<file path="src/rtl/xlat_pkg.sv">
package xlat_pkg;

  typedef struct packed {
    logic rd;
    logic wr;
    logic usr;
  } perm_t;

  // violation rule applied to the hit entry
  function automatic logic perm_fault(perm_t p, logic is_wr, logic is_usr);
    return (is_usr && !p.usr) || (is_wr && !p.wr) || (!is_wr && !p.rd);
  endfunction

  // use-bit update: set the touched bits; if all would be set, keep only the touched ones
  function automatic logic [255:0] use_next(logic [255:0] cur, logic [255:0] touch,
                                            logic [255:0] live);
    logic [255:0] merged;
    merged = (cur | touch) & live;
    return (merged == live) ? touch : merged;
  endfunction

endpackage

</file>
<file path="src/rtl/xlat_match.sv">
module xlat_match #(
  parameter int ENTRIES = 32,
  parameter int VPN_W   = 20,
  parameter int ASID_W  = 8
) (
  input  logic [ENTRIES-1:0]             valid,
  input  logic [ENTRIES-1:0][VPN_W-1:0]  tag_vpn,
  input  logic [ENTRIES-1:0][ASID_W-1:0] tag_asid,
  input  logic                           vpn_care,
  input  logic [VPN_W-1:0]               q_vpn,
  input  logic [ASID_W-1:0]              q_asid,
  output logic [ENTRIES-1:0]             match
);
  for (genvar e = 0; e < ENTRIES; e++) begin : g_cmp
    logic asid_eq, vpn_eq;
    assign asid_eq  = (tag_asid[e] == q_asid);
    assign vpn_eq   = (tag_vpn[e] == q_vpn) || !vpn_care;
    assign match[e] = valid[e] && asid_eq && vpn_eq;
  end
endmodule

</file>
<file path="src/rtl/xlat_victim.sv">
module xlat_victim #(
  parameter int ENTRIES = 32,
  parameter int IDX_W   = $clog2(ENTRIES)
) (
  input  logic [ENTRIES-1:0] valid,
  input  logic [ENTRIES-1:0] used,
  output logic [IDX_W-1:0]   victim_idx
);
  logic             has_free;
  logic [IDX_W-1:0] free_idx, cold_idx;

  always_comb begin
    has_free = 1'b0;
    free_idx = '0;
    cold_idx = '0;
    for (int e = ENTRIES - 1; e >= 0; e--) begin
      if (!valid[e]) begin
        has_free = 1'b1;
        free_idx = IDX_W'(e);
      end
      if (!used[e]) cold_idx = IDX_W'(e);
    end
  end

  assign victim_idx = has_free ? free_idx : cold_idx;
endmodule

</file>
<file path="src/rtl/xlat_cache.sv">
module xlat_cache
  import xlat_pkg::*;
#(
  parameter int ENTRIES = 32,
  parameter int VPN_W   = 20,
  parameter int PPN_W   = 18,
  parameter int ASID_W  = 8
) (
  input  logic              clk,
  input  logic              rst_n,
  input  logic              lk_en,
  input  logic [VPN_W-1:0]  lk_vpn,
  input  logic [ASID_W-1:0] lk_asid,
  input  logic              lk_write,
  input  logic              lk_user,
  output logic              lk_hit,
  output logic [PPN_W-1:0]  lk_ppn,
  output logic              lk_fault,
  output logic              lk_dirty,
  input  logic              rf_en,
  input  logic [VPN_W-1:0]  rf_vpn,
  input  logic [ASID_W-1:0] rf_asid,
  input  logic [PPN_W-1:0]  rf_ppn,
  input  logic              rf_rd,
  input  logic              rf_wr,
  input  logic              rf_usr,
  input  logic              fl_all,
  input  logic              fl_asid_en,
  input  logic [ASID_W-1:0] fl_asid
);
  localparam int IDX_W = $clog2(ENTRIES);

  // entry storage
  logic [ENTRIES-1:0]             valid_q, use_q, dirty_q;
  logic [ENTRIES-1:0][VPN_W-1:0]  vpn_q;
  logic [ENTRIES-1:0][ASID_W-1:0] asid_q;
  logic [ENTRIES-1:0][PPN_W-1:0]  ppn_q;
  perm_t [ENTRIES-1:0]            perm_q;

  // named internal events
  logic [ENTRIES-1:0] lk_match, hit_vec, rf_match, fl_match;
  logic [ENTRIES-1:0] rf_oh, flush_mask, dirty_set;
  logic [ENTRIES-1:0] valid_nx, use_nx, dirty_nx;
  logic [IDX_W-1:0]   vic_idx, rf_old_idx, rf_idx;
  logic               rf_write;

  logic [PPN_W-1:0] sel_ppn;
  perm_t            sel_perm;
  logic             sel_dirty;

  xlat_match #(.ENTRIES(ENTRIES), .VPN_W(VPN_W), .ASID_W(ASID_W)) u_lk_match (
    .valid(valid_q), .tag_vpn(vpn_q), .tag_asid(asid_q), .vpn_care(1'b1),
    .q_vpn(lk_vpn), .q_asid(lk_asid), .match(lk_match));

  xlat_match #(.ENTRIES(ENTRIES), .VPN_W(VPN_W), .ASID_W(ASID_W)) u_rf_match (
    .valid(valid_q), .tag_vpn(vpn_q), .tag_asid(asid_q), .vpn_care(1'b1),
    .q_vpn(rf_vpn), .q_asid(rf_asid), .match(rf_match));

  xlat_match #(.ENTRIES(ENTRIES), .VPN_W(VPN_W), .ASID_W(ASID_W)) u_fl_match (
    .valid(valid_q), .tag_vpn(vpn_q), .tag_asid(asid_q), .vpn_care(1'b0),
    .q_vpn(lk_vpn), .q_asid(fl_asid), .match(fl_match));

  xlat_victim #(.ENTRIES(ENTRIES), .IDX_W(IDX_W)) u_victim (
    .valid(valid_q), .used(use_q), .victim_idx(vic_idx));

  // lookup path, purely combinational
  assign hit_vec = lk_en ? lk_match : '0;

  always_comb begin
    sel_ppn   = '0;
    sel_perm  = '0;
    sel_dirty = 1'b0;
    for (int e = 0; e < ENTRIES; e++) begin
      if (hit_vec[e]) begin
        sel_ppn   = sel_ppn | ppn_q[e];
        sel_perm  = perm_t'(sel_perm | perm_q[e]);
        sel_dirty = sel_dirty | dirty_q[e];
      end
    end
  end

  assign lk_hit   = |hit_vec;
  assign lk_ppn   = sel_ppn;
  assign lk_fault = lk_hit && perm_fault(sel_perm, lk_write, lk_user);
  assign lk_dirty = lk_hit && sel_dirty;

  // refill slot selection
  always_comb begin
    rf_old_idx = '0;
    for (int e = 0; e < ENTRIES; e++) begin
      if (rf_match[e]) rf_old_idx = IDX_W'(e);
    end
  end

  assign rf_write = rf_en && !fl_all && !fl_asid_en;
  assign rf_idx   = (|rf_match) ? rf_old_idx : vic_idx;
  assign rf_oh    = rf_write ? (ENTRIES'(1) << rf_idx) : '0;

  // state update vectors
  assign flush_mask = fl_all ? '1 : (fl_asid_en ? fl_match : '0);
  assign dirty_set  = (lk_hit && lk_write && !lk_fault) ? hit_vec : '0;
  assign valid_nx   = (valid_q | rf_oh) & ~flush_mask;
  assign dirty_nx   = (dirty_q | dirty_set) & ~rf_oh;
  assign use_nx     = ENTRIES'(use_next(256'(use_q), 256'(hit_vec | rf_oh),
                                        256'({ENTRIES{1'b1}})));

  always_ff @(posedge clk) begin
    if (!rst_n) begin
      valid_q <= '0;
      use_q   <= '0;
      dirty_q <= '0;
      vpn_q   <= '0;
      asid_q  <= '0;
      ppn_q   <= '0;
      perm_q  <= '0;
    end else begin
      valid_q <= valid_nx;
      use_q   <= use_nx;
      dirty_q <= dirty_nx;
      for (int e = 0; e < ENTRIES; e++) begin
        if (rf_oh[e]) begin
          vpn_q[e]  <= rf_vpn;
          asid_q[e] <= rf_asid;
          ppn_q[e]  <= rf_ppn;
          perm_q[e] <= '{rd: rf_rd, wr: rf_wr, usr: rf_usr};
        end
      end
    end
  end
endmodule

</file>
<file path="config.mk">
export PLATFORM = sky130hd
export DESIGN_NAME = xlat_cache
export DESIGN_NICKNAME = d
export VERILOG_FILES = /design/src/rtl/xlat_pkg.sv /design/src/rtl/xlat_match.sv /design/src/rtl/xlat_victim.sv /design/src/rtl/xlat_cache.sv
export SDC_FILE = /design/constraint.sdc
export NUM_CORES = 2
export LEC_CHECK = 0
export ABC_CLOCK_PERIOD_IN_PS = 5200
export BUFFER_PORTS_ARGS = -buffer_cell sky130_fd_sc_hd__buf_2
export CAP_MARGIN = 25
export CORE_MARGIN = 4
export CORE_UTILIZATION = 64
export DETAILED_ROUTE_END_ITERATION = 12
export HOLD_SLACK_MARGIN = 0.02
export PLACE_DENSITY = 0.78
export SLEW_MARGIN = 20
export SYNTH_ARGS = -nofsm -noshare
export SYNTH_HDL_FRONTEND = slang
export SYNTH_SLANG_ARGS = --single-unit
</file>
<file path="constraint.sdc">
create_clock -name clk -period 5.2 [get_ports clk]
set_input_delay 0 -clock clk [delete_from_list [all_inputs] [get_ports clk]]
set_output_delay 0 -clock clk [all_outputs]
set_load 0.005 [all_outputs]
</file>
==> Word level (Yosys, flattened, before mapping) <==
Cells that the tools add are included.
{ "word_totals": {"reg_bits": 1664, "in_bits": 93, "out_inout_bits": 21, "word_cells": 869} }
{ "op_classes": {"n_eq_ne": 161, "n_shift": 1, "mux": 231, "bitwise_logic": 101, "reduce_logical": 180} }
{ "op_table": {"columns": ["operator", "count"], "rows": [
  ["$eq A20 B20 Y1", 64],
  ["$eq A8 B8 Y1", 96],
  ["$mux W18", 32],
  ["$or A18 B18 Y18", 31],
  ["$mux W5", 96],
  ["$mux W32", 6],
  ["$logic_and A1 B1 Y1", 169],
  ["$or A32 B32 Y32", 4],
  ["$mux W3", 32],
  ["$or A3 B3 Y3", 31],
  ["$mux W1", 65],
  ["$and A32 B32 Y32", 2],
  ["$not A32 Y32", 2],
  ["$reduce_or A32 Y1", 2],
  ["$eq A32 B32 Y1 const B", 1],
  ["$shl A1 B5 Y32 const A", 1],
  ["$or A1 B1 Y1", 31],
  ["$logic_not A1 Y1", 7],
  ["$logic_or A1 B1 Y1", 2]
]} }

==> Depth between registers and ports, before layout <==
{ "logic_depth": {"ltp_word": 77, "ltp_mapped": 21, "ltp_nobuf": 15} }

==> Cells and area by module <==
From an unflattened synthesis, not the netlist that was laid out.
{ "unflattened": {"hier_cells": 12404, "area_unflattened_um2": 100690.3} }
{ "by_module_without_submodules": {"columns": ["mod", "n_inst", "cells_each", "area_per_inst_um2", "seq_area_each_um2"], "rows": [
  ["xlat_cache", 1, 8173, 66622.6, 33311.9],
  ["xlat_match", 3, 1363, 11075.6, 0.0],
  ["xlat_victim", 1, 142, 840.8, 0.0]
]} }

==> Worst setup path after synthesis <==
No wires, ideal clock.
{ "synth_path": {"path_kind": "register -> register", "start": "register vpn_q[104] (netlist name)", "end": "register use_q[15]", "setup_time_ns": 0.120, "arrival_ns": 4.316, "t_required_ns": 5.080, "slack_ns": 0.764, "path_stages_with_launch": 17, "path_buffers": 1, "period_less_slack_ns": 4.436, "cell_sequence": "dfxtp_1 -> xnor2_4 -> nand4_1 -> or4_1 -> or4_4 -> nand4_2 -> nor4_1 -> and3_1 -> a2111o_1 -> a21oi_4 -> nor2_2 -> a2111oi_2 -> or4b_4 -> nor4_4 -> buf_6 -> a31oi_1 -> o31a_1"} }
{ "synth_via": {"elab_chain_cells": 36, "word_cells_on_any_way": 40, "classes_between": "3 x eq/ne; 1 x shift; 31 x mux; 2 x bitwise; 3 x reduce/logical"} }
{ "synth_rtl": {"columns": ["item", "line", "text"], "rows": [
  ["start: declaration", "xlat_cache.sv:35", "logic [ENTRIES-1:0][VPN_W-1:0] vpn_q;"],
  ["start signal: indexed assignment", "xlat_cache.sv:122", "vpn_q[e] <= rf_vpn;"],
  ["$eq A20 B20 Y1", "xlat_match.sv:17", "assign vpn_eq = (tag_vpn[e] == q_vpn) || !vpn_care;"],
  ["$logic_and A1 B1 Y1", "xlat_match.sv:18", "assign match[e] = valid[e] && asid_eq && vpn_eq;"],
  ["$mux W5 (27 in series)", "xlat_cache.sv:91", "if (rf_match[e]) rf_old_idx = IDX_W'(e);"],
  ["$mux W5", "xlat_cache.sv:96", "assign rf_idx = (|rf_match) ? rf_old_idx : vic_idx;"],
  ["$shl A1 B5 Y32", "xlat_cache.sv:97", "assign rf_oh = rf_write ? (ENTRIES'(1) << rf_idx) : '0;"],
  ["$mux W32", "xlat_cache.sv:97", null],
  ["$or A32 B32 Y32 (*)", "xlat_cache.sv:104", "assign use_nx = ENTRIES'(use_next(256'(use_q), 256'(hit_vec | rf_oh),"],
  ["$or A32 B32 Y32", "xlat_pkg.sv:18", "merged = (cur | touch) & live;"],
  ["$eq A32 B32 Y1", "xlat_pkg.sv:19", "return (merged == live) ? touch : merged;"],
  ["$mux W32 (*)", "xlat_pkg.sv:19", null],
  ["end signal: assignment", "xlat_cache.sv:118", "use_q <= use_nx;"],
  ["end: declaration", "xlat_cache.sv:34", "logic [ENTRIES-1:0] valid_q, use_q, dirty_q;"]
]} }
Every way passes the cells marked *; elsewhere a longest branch is shown, timed or not.
A chain may end at the register's enable or synchronous reset.

==> Worst setup path in the final report <==
{ "layout_path": {"start": "register vpn_q[40] (netlist name)", "end": "register use_q[0]"} }
{ "layout_via": {"elab_chain_cells": 39, "word_cells_on_any_way": 43, "classes_between": "3 x eq/ne; 1 x shift; 34 x mux; 2 x bitwise; 3 x reduce/logical"} }
{ "layout_rtl": {"columns": ["item", "line"], "rows": [
  ["$eq A20 B20 Y1", "xlat_match.sv:17"],
  ["$logic_and A1 B1 Y1", "xlat_match.sv:18"],
  ["$mux W5 (30 in series)", "xlat_cache.sv:91"],
  ["$mux W5", "xlat_cache.sv:96"],
  ["$shl A1 B5 Y32", "xlat_cache.sv:97"],
  ["$mux W32", "xlat_cache.sv:97"],
  ["$or A32 B32 Y32 (*)", "xlat_cache.sv:104"],
  ["$or A32 B32 Y32", "xlat_pkg.sv:18"],
  ["$eq A32 B32 Y1", "xlat_pkg.sv:19"],
  ["$mux W32 (*)", "xlat_pkg.sv:19"]
]} }
Marked as above.

==> metrics <==
RR Startpoint=vpn_q[40]; fin nets=10680; Syn Area/Cell=8.518 sq um; routability cong.=1.074; initial antenna violation count=11; post-synthesis net count=10640; status=complete, no violations; simple-gate share of the synthesized area=18.83%; CTS tree=done; WS Path Type=reg2reg; CTS Buf Count=176; Root Driver=clkbuf_16; clock-pin slew on the worst setup and hold paths=0.06 ns; die span in y=382.6 um; max-cap violation count=0; Core Region=139500 sq um; mux contribution to synthesized area=11.68%; Leakage=0.03946 uW; largest net degree at the start of global routing=195; Rel. slew slack=25.85%; Max Root-Sink Buffers=3; Synth Area in Compound Gates=8.101%; residual DRC count=0; Synth Area in XOR/XNOR=19.84%; unrepaired setup endpoints after global routing=no; power per cell area=284.3 nW/um^2; Post-synth ARST share=0%; HP Start=fl_asid[5]; Layout area overhead=14.56%; Die Area=146400 sq um; Max IR drop VDD=0.0003798 V; ys flop type=dfxtp_1; GRT Total Usage=53.73%; first-pass GRT wire length=580900 um; worst hold path class=in2reg; port buffer count=113; wire per inst=32.54 um; total number of vias=87410; share of the synthesized area in the top cell type=37.08%; critical path launch point=vpn_q[40]; endpoints failing setup=0; total gr overflow=0; vias in the first global route=84280; Worst Max-Slew Pin Slew=1.112 ns; Adder-Cell Fraction of Synth Area=0%; setup_tns=0 ns; CP Launch Type=flip-flop; Tmin final=5.069 ns; yosys warns=0; Initial Utilization=64.38%; fin. max-slew vios=0; io pins=114; synth top area cells=dfxtp_1 37%, mux2i_1 12%, xor2_1 10%, xnor2_1 9.8%, nor2_1 5.6%; H-tree levels=4; vias per inst=6.933; register bit count reported by yosys=1664; cells after synthesis=10550; ANT nets after route=0; Seq/Total Area, Yosys=37.08%; number of flops mapped to enable cells by yosys=0; Sink Count=1664; Fin. Hold Viols=0; Yosys top cell by area=dfxtp_1; count leader, synth=dfxtp_1; die span in x=382.6 um; Worst Path Required=5.91 ns; Worst setup EP type=flip-flop; commonest cells in the synthesized netlist=1664 x dfxtp_1, 1342 x nor2_1, 1047 x mux2i_1, 1025 x xor2_1, 1005 x xnor2_1; clock skew=0.08075 ns; latest clock arrival within the worst-skew pair=0.89 ns; Mapped Area=89830 sq um; 1st-pass router iterations=13; period utilization=97.47%; largest family of logic cells by synthesized area=XOR/XNOR gates; library cells used by synthesis=82; num rows=137; hpwl dp=262700 um; Total Power=29260 uW; Iter 0 DRT Violations=14130; CP max FO=32; Worst Path Arrival=5.78 ns; WL final=410300 um; maximum clock rate=197.3 MHz; fraction of layout instances using a drive strength above 1=10.48%
-- power breakdown --
part           switching, uW  total, uW  internal, uW  leakage [uW]
registers               17.5      12800         12800        0.0134
clock network           5850      13700          7820       0.00302
logic                   1980       2810           832        0.0230
total                   7850      29300         21400        0.0395
-- area by class of cell --
type | instances | area (sq um)
Tap cell | 1876 | 2347
Clock inverter | 67 | 1174
Inverter | 66 | 255.2
Fill cell | 10420 | 36620
Multi-Input combinational cell | 7887 | 53030
Antenna cell | 8 | 20.02
Clock buffer | 251 | 5076
Timing Repair Buffer | 790 | 7700
Sequential cell | 1664 | 33310
-- what timing repair did --
action	in CTS	in global routing
endpoints found under the setup margin	0	985
buffers inserted	0	1
hold endpoints to repair	1454	0
hold buffers	60	0
resized for setup	0	10
-- sequential cells by signal, summed over array words and instances, names as in the netlist --
name,cells
vpn_q,640
ppn_q,576
asid_q,256
perm_q,96
dirty_q,32
use_q,32
valid_q,32
-- worst max-delay path, cell delays in order (launching register included) --
cell and delay [ns]:
dfxtp_1 0.32, xnor2_1 0.25, nand4_1 0.14, or4_1 0.58, or4_1 0.57, buf_4 0.20, nand4_1 0.15, nor4_2 0.11
and3_1 0.18, a2111o_1 0.39, buf_4 0.16, a21oi_4 0.15, nor2_2 0.06, a2111oi_2 0.22, or4b_4 0.54, nor4_4 0.34
buf_12 0.23, a31oi_1 0.10, o31a_1 0.25
-- layout by cell type, fill, tap and decap left out, types with 23 or more instances in the layout --
cell / count
dfxtp_1: 1664
nor2_1: 1321
mux2i_1: 1047
xor2_1: 1025
xnor2_1: 1005
nand2_1: 1002
a21oi_1: 573
buf_4: 507
nand4_1: 489
nor4_1: 333
clkbuf_16: 176
a22oi_1: 169
buf_12: 145
nand3_1: 141
nor3_1: 130
a22o_1: 91
a221oi_1: 91
buf_2: 77
inv_1: 61
dlygate4sd3_1: 60
o21ai_0: 51
nand2b_1: 48
a31oi_1: 43
clkbuf_8: 39
clkbuf_1: 36
nor4_2: 35
o31a_1: 28
or4_1: 27
clkinv_2: 23
-- final timing paths --
path / endpoint / slack, ns / depth (start not counted)
setup / recovery: use_q[0] / 0.13 / 18
hold / removal: valid_q[9] / 0.1 / 4
setup reg to reg: use_q[0] / 0.13 / 18
hold reg to reg: ppn_q[410] / 0.45 / 2
-- per-layer routing --
layer	global-route usage, %	vias to the layer above	routed length [um]
li1	-	36150	-
met1	64.39	41040	138800
met2	76.50	7584	163700
met3	17.55	2632	60630
met4	48.08	8	47020
met5	0	-	92
-- kinds of logic (layout without fill, tap and decap cells) --
| family | after synthesis | in the layout |
|---|---|---|
| mux | 1048 | 1048 |
| flops | 1664 | 1664 |
| other cells | 0 | 8 |
| buf+inv | 995 | 1174 |
| compound gates | 1139 | 1139 |
| xor+xnor | 2032 | 2032 |
| simple gates | 3668 | 3668 |
-- per-stage QoR --
step / cell area [sq um] / cells / hold slack (ns) / utilization [%] / worst slack [ns]
2_1_floorplan: 89830 / 10550 / 0.1472 / - / 0.7641
3_3_place_gp: 95990 / 12220 / 0.3487 / 68.80 / 0.05833
3_5_place_dp: 95990 / 12220 / 0.3496 / 68.80 / 0.06584
4_1_cts: 102800 / 12600 / 0.04114 / 73.70 / 0.08072
5_1_grt: 102900 / 12600 / 0.1200 / 73.75 / 0.01273
6_report: 102900 / 12610 / 0.09760 / 73.76 / 0.1314
No activity file was read; power rests on OpenSTA's default activity.
